$ cat src/rtl/ber_snap_pkg.sv
`timescale 1ns/1ps
package ber_snap_pkg;
  localparam int ADDR_W = 3;
  localparam logic [ADDR_W-1:0] ADR_CTRL    = 3'd0;
  localparam logic [ADDR_W-1:0] ADR_STAT    = 3'd1;
  localparam logic [ADDR_W-1:0] ADR_BITS_LO = 3'd2;
  localparam logic [ADDR_W-1:0] ADR_BITS_HI = 3'd3;
  localparam logic [ADDR_W-1:0] ADR_ERRS_LO = 3'd4;
  localparam logic [ADDR_W-1:0] ADR_ERRS_HI = 3'd5;
  localparam int CTRL_MODE_BIT  = 0;
  localparam int CTRL_LOCAL_BIT = 1;
endpackage

$ cat src/rtl/ber_trig_sel.sv
`timescale 1ns/1ps
module ber_trig_sel #(
  parameter int SYNC_STAGES = 2
) (
  input  logic clk,
  input  logic rst_n,
  input  logic clr,
  input  logic src_glb,
  input  logic local_req,
  input  logic glb_strobe,
  output logic fire
);
  logic [SYNC_STAGES-1:0] sync_q;
  logic glb_lvl;
  logic sel_lvl;
  logic sel_q;

  always_ff @(posedge clk or negedge rst_n) begin
    if (!rst_n)   sync_q <= '0;
    else if (clr) sync_q <= '0;
    else          sync_q <= {sync_q[SYNC_STAGES-2:0], glb_strobe};
  end

  assign glb_lvl = sync_q[SYNC_STAGES-1];
  assign sel_lvl = src_glb ? glb_lvl : local_req;

  always_ff @(posedge clk or negedge rst_n) begin
    if (!rst_n)   sel_q <= 1'b0;
    else if (clr) sel_q <= 1'b0;
    else          sel_q <= sel_lvl;
  end

  assign fire = sel_lvl & ~sel_q & ~clr;

  // a held level never fires twice in a row
  a_r3_one_per_edge: assert property (@(posedge clk) disable iff (!rst_n)
    fire |=> !fire);
  // in shared mode the local bit cannot start a snapshot
  a_r4_local_ignored: assert property (@(posedge clk) disable iff (!rst_n)
    (src_glb && $past(src_glb) && $stable(glb_lvl)) |-> !fire);
endmodule

$ cat src/rtl/ber_sat_counter.sv
`timescale 1ns/1ps
module ber_sat_counter #(
  parameter int W = 32
) (
  input  logic         clk,
  input  logic         rst_n,
  input  logic         clr,
  input  logic         restart,
  input  logic         inc,
  output logic [W-1:0] q
);
  localparam logic [W-1:0] MAXV = '1;

  function automatic logic [W-1:0] sat_step(input logic [W-1:0] v, input logic up);
    if (up && v != MAXV) return v + 1'b1;
    return v;
  endfunction

  always_ff @(posedge clk or negedge rst_n) begin
    if (!rst_n)       q <= '0;
    else if (clr)     q <= '0;
    else if (restart) q <= {{(W-1){1'b0}}, inc};
    else              q <= sat_step(q, inc);
  end

  // a saturated count stays saturated until restarted
  a_r8_no_wrap: assert property (@(posedge clk) disable iff (!rst_n)
    (!clr && !restart && q == MAXV) |=> q == MAXV);
  // restart loads the bit of the snapshot cycle
  a_r5_restart_value: assert property (@(posedge clk) disable iff (!rst_n)
    (!clr && restart) |=> q == {{(W-1){1'b0}}, $past(inc)});
endmodule

$ cat src/rtl/ber_snapshot_ctrl.sv
`timescale 1ns/1ps
module ber_snapshot_ctrl
  import ber_snap_pkg::*;
#(
  parameter int CNT_W       = 32,
  parameter int SYNC_STAGES = 2
) (
  input  logic                  clk,
  input  logic                  rst_n,
  input  logic                  dp_reset,
  input  logic                  power_down,
  input  logic                  bit_valid,
  input  logic                  bit_error,
  input  logic                  glb_update,
  input  logic                  wr_en,
  input  logic [ADDR_W-1:0]     wr_addr,
  input  logic [CNT_W/2-1:0]    wr_data,
  input  logic [ADDR_W-1:0]     rd_addr,
  output logic [CNT_W/2-1:0]    rd_data,
  output logic                  snap_done
);
  localparam int HALF_W = CNT_W / 2;
  localparam int NCNT   = 2;

  logic clr;
  logic mode_glb, local_req, local_prev, local_fall;
  logic fire;
  logic [NCNT-1:0]  cnt_inc;
  logic [CNT_W-1:0] cnt_q [NCNT];
  logic [CNT_W-1:0] hold_bits, hold_errs;
  logic unused_wr_bits;

  assign clr = dp_reset | power_down;
  assign unused_wr_bits = ^wr_data;

  always_ff @(posedge clk or negedge rst_n) begin
    if (!rst_n) begin
      mode_glb  <= 1'b0;
      local_req <= 1'b0;
    end else if (clr) begin
      mode_glb  <= 1'b0;
      local_req <= 1'b0;
    end else if (wr_en && wr_addr == ADR_CTRL) begin
      mode_glb  <= wr_data[CTRL_MODE_BIT];
      local_req <= wr_data[CTRL_LOCAL_BIT];
    end
  end

  ber_trig_sel #(.SYNC_STAGES(SYNC_STAGES)) u_trig (
    .clk(clk), .rst_n(rst_n), .clr(clr), .src_glb(mode_glb),
    .local_req(local_req), .glb_strobe(glb_update), .fire(fire));

  assign cnt_inc[0] = bit_valid;
  assign cnt_inc[1] = bit_valid & bit_error;

  for (genvar g = 0; g < NCNT; g++) begin : g_cnt
    ber_sat_counter #(.W(CNT_W)) u_cnt (
      .clk(clk), .rst_n(rst_n), .clr(clr), .restart(fire),
      .inc(cnt_inc[g]), .q(cnt_q[g]));
  end

  always_ff @(posedge clk or negedge rst_n) begin
    if (!rst_n) begin
      hold_bits <= '0;
      hold_errs <= '0;
    end else if (clr) begin
      hold_bits <= '0;
      hold_errs <= '0;
    end else if (fire) begin
      hold_bits <= cnt_q[0];
      hold_errs <= cnt_q[1];
    end
  end

  always_ff @(posedge clk or negedge rst_n) begin
    if (!rst_n)   local_prev <= 1'b0;
    else if (clr) local_prev <= 1'b0;
    else          local_prev <= local_req;
  end
  assign local_fall = local_prev & ~local_req;

  always_ff @(posedge clk or negedge rst_n) begin
    if (!rst_n)          snap_done <= 1'b0;
    else if (clr)        snap_done <= 1'b0;
    else if (fire)       snap_done <= 1'b1;
    else if (local_fall) snap_done <= 1'b0;
  end

  always_comb begin
    rd_data = '0;
    case (rd_addr)
      ADR_CTRL:    rd_data = {{(HALF_W-2){1'b0}}, local_req, mode_glb};
      ADR_STAT:    rd_data = {{(HALF_W-1){1'b0}}, snap_done};
      ADR_BITS_LO: rd_data = hold_bits[HALF_W-1:0];
      ADR_BITS_HI: rd_data = hold_bits[CNT_W-1:HALF_W];
      ADR_ERRS_LO: rd_data = hold_errs[HALF_W-1:0];
      ADR_ERRS_HI: rd_data = hold_errs[CNT_W-1:HALF_W];
      default:     rd_data = '0;
    endcase
  end

  // a clear empties every register
  a_r1_clear_all: assert property (@(posedge clk) disable iff (!rst_n)
    clr |=> (hold_bits == '0 && hold_errs == '0 && !snap_done &&
             !mode_glb && !local_req && cnt_q[0] == '0));
  // a snapshot captures the live counts
  a_r2_capture: assert property (@(posedge clk) disable iff (!rst_n)
    fire |=> (hold_bits == $past(cnt_q[0]) && hold_errs == $past(cnt_q[1])));
  // completion flag follows each snapshot
  a_r6_done_after_fire: assert property (@(posedge clk) disable iff (!rst_n)
    fire |=> snap_done);
  // errors never outnumber bits
  a_r10_err_le_bits: assert property (@(posedge clk) disable iff (!rst_n)
    cnt_q[1] <= cnt_q[0]);
endmodule

$ cat config.mk
export PLATFORM = sky130hd
export DESIGN_NAME = ber_snapshot_ctrl
export DESIGN_NICKNAME = d
export VERILOG_FILES = /design/src/rtl/ber_snap_pkg.sv /design/src/rtl/ber_trig_sel.sv /design/src/rtl/ber_sat_counter.sv /design/src/rtl/ber_snapshot_ctrl.sv
export SDC_FILE = /design/constraint.sdc
export NUM_CORES = 1
export LEC_CHECK = 0
export BUFFER_PORTS_ARGS = -buffer_cell sky130_fd_sc_hd__buf_2
export CORE_ASPECT_RATIO = 1.5
export CORE_MARGIN = 3
export CORE_UTILIZATION = 30
export CTS_CLUSTER_DIAMETER = 200
export CTS_CLUSTER_SIZE = 25
export DETAILED_ROUTE_END_ITERATION = 7
export SYNTH_ARGS = -nofsm -noshare
export SYNTH_HDL_FRONTEND = slang
export SYNTH_SLANG_ARGS = --single-unit
$ cat constraint.sdc
create_clock -name clk -period 3.97 [get_ports clk]
set_input_delay 0.794 -clock clk [delete_from_list [all_inputs] [get_ports clk]]
set_output_delay 0.794 -clock clk [all_outputs]
set_load 0.05 [all_outputs]
After elaboration in Yosys (flattened, before gate mapping)
Cells that the tools add are included.

Add/sub/neg operators: 2. Eq/ne operators: 7. Multiplexer cells: 30. Bitwise gates (word level): 8. Reduce and logical (&&, ||, !) cells: 10.

Operator list (count): $mux 32 (12); $pmux 16 s6 (1); $add 32x1->32 const B (2); $ne 32x32->1 const B (2); $mux 1 (16); $reduce_bool 3->1 (3); $eq 3x2->1 const B (2); $eq 3x3->1 const B (2); $logic_not 3->1 (2); $and 1x1->1 (4); $reduce_bool 2->1 (2); $eq 3x1->1 const B (1); $logic_and 1x1->1 (3); $not 1->1 (3); $mux 2 (1); $or 1x1->1 (1).

Output and inout port bits: 17. Input port bits: 30. Word-level logic and storage cells: 67. Register bits: 135.

Logic depth before layout (Yosys ltp)
Gate-level depths: netlist of run 1.

Depth in word-level cells: 8. Gate-level depth with buffers: 8. Depth with buffers taken out: 6.

Cells and area by module
Synthesis of run 1 repeated with hierarchy kept, for this count alone.

Cell total of the unflattened synthesis: 681. Area, all modules: 7051.8 um^2.

By module, submodules not included: ber_snapshot_ctrl (sequential area each 1701.6 um^2, cells each 282, instances 1, area each 3265.6 um^2); ber_sat_counter at g_cnt[1].u_cnt (sequential area each 800.8 um^2, cells each 214, instances 1, area each 1904.3 um^2); ber_sat_counter at g_cnt[0].u_cnt (sequential area each 800.8 um^2, cells each 177, instances 1, area each 1770.4 um^2); ber_trig_sel (sequential area each 75.1 um^2, cells each 8, instances 1, area each 111.4 um^2).

Least setup slack after synthesis of run 1
No wires, ideal clock.

Path kind: input-to-output. From: input rd_addr[0]. To: output rd_data[10]. Cell stages on the path: 4. Path buffers: 2. Data arrival time: 2.420 ns. Required time: 3.176 ns. Setup slack: 0.756 ns. Cell sequence: clkbuf_1 > clkbuf_1 > mux2i_1 > o22ai_1.

Word-level cells in the longest chain between the ends: 2. Elaborated cells between the ends (all ways): 7. Those cells by class: eq/ne: 5; mux: 1; reduce/logical: 1.

RTL lines: start: declaration (line ber_snapshot_ctrl.sv:18) `input logic [ADDR_W-1:0] rd_addr,`; $eq 3x3->1, or another cell as far along (line ber_snapshot_ctrl.sv:91) `case (rd_addr)`; $pmux 16 s6 (*) (line ber_snapshot_ctrl.sv:91); end: declaration (line ber_snapshot_ctrl.sv:19) `output logic [CNT_W/2-1:0] rd_data,`.

Every way passes the cells marked *; elsewhere a longest branch is shown, timed or not.

Worst setup path in the final report of run 1
From: input rd_addr[0]. To: output rd_data[9].

The elaborated chain is that of the path after synthesis.

==> impl_metrics.toml, run 1 <==
[run_status]
status = "finished clean"

[power_and_ir_drop]
combPwrFrac_pct = 3.7
intPower_mw = 2.40
p_seq_share_pct = 44.6
p_per_area_mw_per_mm2 = 388
peakVddDrop_mv = 0.202
p_clk_share_pct = 51.8
p_sw_share_pct = 22.5
p_leak_nw = 3.12
switching_power_mw = 0.696
finalPower_mw = 3.10

[placement]
postPlaceCellArea_sq_mm = 0.00739
place_ws_ns = 0.833
place_congestion = 0.844
numPortBuffers = 32
placed_cells = 1044
place.detailed.hpwl_um = 12700

[routing]
vias = 5904
drc = 0
dr.pass1.iters = 8
drt_wl_total_um = 18700
ant_nets = 0
viasPerCell = 5.49
drt-initial-drc-count = 340
wl_per_cell_um = 17.4

[clocking]
cts_root_buf = "clkbuf_16"
h-tree-depth = 4
ctsHoldBuffers = 0
cts.clk_slew.worst_paths_ns = 0.05
cts_tree = "done"
clockBufferDepth = 2
worstSkewPairLatency_ns = 0.42
cts.sink_count = 135
cts_buffers = 17
post-cts-setup-buffers = 0
post_cts_resized = 0

[critical_path]
crit_path_end_kind = "primary output"
crit_top_cell = "buf_2"
path_class = "in -> out"
critical-path-top-delay-family = "buffers and inverters"
cp.depth = 5
reg2reg_depth = 7
required_ns = 3.18
cp_num_buf_inv = 3
cp_data_arrival_time_ns = 2.33
max_stage_delay_ns = 0.47
startpoint_type = "input port"
crit_path_max_fanout = 27
cp_cell_sequence = "buf_2 -> buf_4 -> mux2i_1 -> o22ai_1 -> buf_2"
cp_slowest_cell = "buf_4"

[grt]
grt_max_degree = 78
grt_pass1_wl_um = 31300
antenna_found_initial = 0
grt_remaining_overflow = 0
grt_util_all_layers_pct = 15.6
grt_pass1_vias = 6027

[synthesis]
netlist_instances = 779
synth-seq-cells = 135
synth-async-reset-ratio_pct = 100
ys_warn_count = 0
synth_area_sq_mm = 0.00700
synth_cell_type_count = 59
ys.flop_type = "dfrtp_1"
synth_edf_count = 0
synth_seq_area_share_pct = 48.2
synth_nets = 811
postSynthAreaPerCell_sq_um = 8.99

[layout]
drive_gt1_share_pct = 12.6
final_nets = 819
area_delta_synth_final_pct = 14.0
postLayoutCoreUtil_pct = 35.3
fin_area_sq_mm = 0.00798
antenna_cells = 0
final_cells = 1075

[hold_path]
min_path_type = "in -> async"

[sta]
rsz0062_at_grt = "false"
fmax_mhz = 320
max_slew_margin_pct = 31.7
finalSetupViolCount = 0
finalCriticalPeriod_ns = 3.13
setup-tns-final_ns = 0
timing.final.hold_violations = 0
hold_slack_ns = 0.362
worst_slack_ns = 0.844
layout_worst_path_cycle_share_pct = 78.7
tightest_slew_ns = 1.02
slew_violations = 0
fin_skew_ns = 0.00594

[die]
rows = 67
core_area_sq_mm = 0.0226
die_y_um = 193
die_w_um = 131
die_area_sq_mm = 0.0252
start_util_pct = 30.9
io_pins = 47

[run]
max-cap-violations = 0
==> worst reg2reg max path: stages, from the launching register on <==
cell	delay (ns)
dfrtp_1	0.43
ha_1	0.27
nand4_1	0.24
nor3_2	0.29
and4_1	0.67
buf_4	0.35
o21ai_0	0.12
a21oi_1	0.15
==> cell usage in the layout (no fill, tap or decap), types with 3 or more instances in the layout <==
master and count:
nand2_1 160, dfrtp_1 135, a21oi_1 106, mux2i_1 36, buf_2 31, nand3_1 28
nor2_1 27, nand4_1 24, or3_1 21, or4_1 20, clkbuf_16 17, o22ai_1 16
o21ai_0 16, o31ai_1 15, and4_1 10, nor3_1 10, xnor2_1 9, o21ai_1 8
buf_4 8, and2_1 7, inv_1 7, and3_1 7, nand2b_1 6, clkbuf_8 5
nor4_1 4, nand4_2 4, a21oi_2 4, clkinv_2 4, mux2_2 3, nand2_2 3
o21a_1 3, o211ai_1 3, a211oi_1 3
==> synthesized netlist by cell type (7+ instances only) <==
cell,instances,area (sq um)
o21ai_1,8,40.0
or3_1,21,131
and3_1,7,43.8
or4_1,20,150
nor3_1,10,50.1
o31ai_1,15,113
mux2i_1,36,360
xnor2_1,9,78.8
a21oi_1,106,531
buf_2,9,45.0
dfrtp_1,135,3380
and2_1,7,43.8
nand4_1,24,150
o21ai_0,16,80.1
nand2_1,161,604
o22ai_1,16,100
nand3_1,28,140
and4_1,10,87.6
clkbuf_1,36,135
inv_1,7,26.3
nor2_1,28,105
==> final cells by class <==
class	instances	area (sq um)
flip-flops and latches	135	3380
multi-input cells	585	3390
well taps	276	345
clock buffers	23	498
inverters	7	26.3
fillers	2320	14700
repair buffers	41	246
clock inverters	8	95.1
==> kinds of logic after synthesis <==
logic type | after synthesis | synth area share, %
mux | 39 | 5.63
flops | 135 | 48.2
compound gates | 186 | 15.4
buf+inv | 59 | 3.50
xor+xnor | 11 | 1.38
simple gates | 347 | 25.5
fa+ha+maj | 2 | 0.357
==> power by group through the flow <==
stage / Sequential (mW) / Combinational, mW / Clock, mW
2_1_floorplan: 1.40 / 0.0574 / 0
5_1_grt: 1.38 / 0.127 / 1.68
3_3_place_gp: 1.40 / 0.117 / 0
3_5_place_dp: 1.40 / 0.117 / 0
6_report: 1.38 / 0.114 / 1.60
4_1_cts: 1.38 / 0.118 / 1.62
==> per-layer routing <==
layer / track usage (%) / up-vias / share of wire, %
met5: 0 / - / 0
met4: 6.14 / 0 / 2.4
met3: 2.70 / 32 / 2.4
met2: 28.6 / 94 / 54
met1: 17.7 / 2955 / 41
li1: - / 2823 / -
==> state kept, by name, indices dropped and copies added (netlist names) <==
signal	count
snap_done	1
local_req	1
hold_bits	32
local_prev	1
u_trig.sync_q	2
g_cnt.u_cnt.q	64
mode_glb	1
hold_errs	32
u_trig.sel_q	1
==> path summary, 6_finish.rpt <==
| kind | start | endpoint | slack (ns) |
|---|---|---|---|
| max in group asynchronous | rst_n | g_cnt[1].u_cnt.q[26] | 2.77 |
| max reg2reg | g_cnt[1].u_cnt.q[0] | g_cnt[1].u_cnt.q[12] | 1.36 |
| min reg2reg | u_trig.sync_q[0] | u_trig.sync_q[1] | 0.46 |
| min in group clk | u_trig.sync_q[0] | u_trig.sync_q[1] | 0.46 |
| min | rst_n | g_cnt[0].u_cnt.q[0] | 0.36 |
| max | rd_addr[0] | rd_data[9] | 0.84 |
No activity file was read; power rests on OpenSTA's default activity.
==> inputs of run 2 (changes only) <==
clock period = 2.95 ns   (was 3.97 ns; I/O delays follow)
==> run 2 against run 1 <==
  * Via count down 0.47%
  * Critical path depth shrank 1
  * Clock skew up 0.0027 ns
  * Register-to-register slack lost 0.92 ns
  * Non-clock buffer count increased by 10
  * Core utilization increased by 0.45 points
  * Design area grew 1.3%
  * First-iteration DRC count fell by 24%
  * Clock power rose by 31%
  * Critical endpoint unchanged
  * Largest power group unchanged
  * Highest routed layer unchanged
==> impl_metrics.toml, run 2 (same netlist as run 1, synthesis figures left out) <==
[run_status]
status = "finished clean"

[routing]
ant_nets = 0
wl_met3_um = 434
dr.pass1.iters = 4
met2_length_um = 10100
route.top_layer_used = "met4"
met1_length_um = 7620
wl_per_cell_um = 17.2
drt-initial-drc-count = 258
drt_wl_total_um = 18600
vias = 5876
viasPerCell = 5.41
drc = 0

[grt]
grt_util_all_layers_pct = 15.3
grt_max_degree = 68
grt_pass1_vias = 5878
grt_pass1_wl_um = 30600
grt_remaining_overflow = 0
antenna_found_initial = 0

[critical_path]
r2r-end = "g_cnt[1].u_cnt.q[17]"
startpoint_type = "input port"
r2r_slack_ns = 0.44
reg2reg_depth = 7
critical-path-top-delay-family = "buffers and inverters"
crit_path_max_fanout = 15
crit_top_cell = "buf_2"
cp_num_buf_inv = 2
timing.rr.start = "g_cnt[1].u_cnt.q[0]"
path_class = "in -> out"
cp_cell_sequence = "buf_2 -> nand2b_1 -> o22ai_1 -> buf_2"
cp_data_arrival_time_ns = 2.00
crit_path_end_kind = "primary output"
max_stage_delay_ns = 0.47
required_ns = 2.36
cp_slowest_cell = "o22ai_1"

[clocking]
cts.sink_count = 135
h-tree-depth = 4
cts_root_buf = "clkbuf_16"
ctsHoldBuffers = 0
cts_buffers = 17
cts.clk_slew.worst_paths_ns = 0.06
post_cts_resized = 0
cts_tree = "done"
clockBufferDepth = 2
post-cts-setup-buffers = 0
worstSkewPairLatency_ns = 0.42

[layout]
area_delta_synth_final_pct = 15.5
final_nets = 829
mostFrequentLayoutCell = "nand2_1"
regMostFlops = "g_cnt.u_cnt.q"
fin_area_sq_mm = 0.00809
drive_gt1_share_pct = 14.0
largest_reg_flops = 64
top_regs = "g_cnt.u_cnt.q x64, hold_bits x32, hold_errs x32"
antenna_cells = 0
final_cell_mix = "nand2_1 (160), dfrtp_1 (135), a21oi_1 (106)"
nFillCells = 2365

[power_and_ir_drop]
p_per_area_mw_per_mm2 = 509
peakVddDrop_mv = 0.333
finalPower_mw = 4.12
p_leak_nw = 3.17

[sta]
slew_violations = 0
layout_worst_path_cycle_share_pct = 87.7
fin_skew_ns = 0.00865
fmax_mhz = 386
finalCriticalPeriod_ns = 2.59
tightest_slew_ns = 0.713
timing.final.hold_violations = 0
rsz0062_at_grt = "false"
setup-tns-final_ns = 0
finalSetupViolCount = 0
max_slew_margin_pct = 52.5

[die]
die_w_um = 131
die_area_sq_mm = 0.0252
rows = 67
core_area_sq_mm = 0.0226
die_y_um = 193
start_util_pct = 30.9
io_pins = 47

[placement]
numPortBuffers = 32
postPlaceCellArea_sq_mm = 0.00750
place_congestion = 0.848
place.detailed.hpwl_um = 12700

[run]
max-cap-violations = 0

[hold_path]
min_path_type = "in -> async"
## run 2: cell count changes in the layout (fill, tap and decap cells not counted), sizes merged
cell,delta
clkinv,+4
buf,+10
clkinvlp,+1
clkbuf,-4
## run 2: worst max-delay path by stage
stage | startpoint | endpoint | slack [ns] | cells past startpoint
2_1_floorplan | rd_addr[0] | rd_data[10] | 0.14 | 4
3_3_place_gp | rd_addr[1] | rd_data[9] | 0.37 | 4
3_5_place_dp | rd_addr[1] | rd_data[9] | 0.36 | 4
4_1_cts | rd_addr[1] | rd_data[9] | 0.36 | 4
5_1_grt | g_cnt[1].u_cnt.q[0] | g_cnt[1].u_cnt.q[2] | 0.23 | 7
6_report | rd_addr[1] | rd_data[9] | 0.36 | 4
## run 2: stage by stage
| stage | setup slack [ns] | instances | utilization (%) | hold slack [ns] |
|---|---|---|---|---|
| after detailed placement | 0.360 | 1054 | 33.2 | 0.437 |
| after floorplan | 0.144 | 779 | - | 0.294 |
| after global placement | 0.366 | 1054 | 33.2 | 0.445 |
| after global routing | 0.233 | 1086 | 35.7 | 0.0901 |
| final | 0.362 | 1086 | 35.7 | 0.0713 |
| after CTS | 0.357 | 1086 | 35.7 | 0.0751 |
## run 2: final cells by class
class                           instances  area [sq um]  area share [%]
Multi-Input combinational cell        585          3390            42.0
Inverter                                7          26.3           0.325
Clock buffer                           19           453            5.60
Tap cell                              276           345            4.27
Clock inverter                         13           130            1.61
Sequential cell                       135          3380            41.8
Timing Repair Buffer                   51           359            4.44
## run 2: power breakdown
| group | internal [mW] | switching [mW] |
|---|---|---|
| Sequential | 1.85 | 0.00270 |
| Combinational | 0.0390 | 0.123 |
| Clock | 1.28 | 0.820 |
| Total | 3.17 | 0.945 |
## run 2: metal layers
| metal | vias to the layer above | track usage [%] |
|---|---|---|
| met3 | 35 | 2.70 |
| met1 | 2905 | 18.1 |
| met5 | - | 0 |
| met2 | 83 | 27.3 |
| met4 | 0 | 5.90 |
| li1 | 2853 | - |
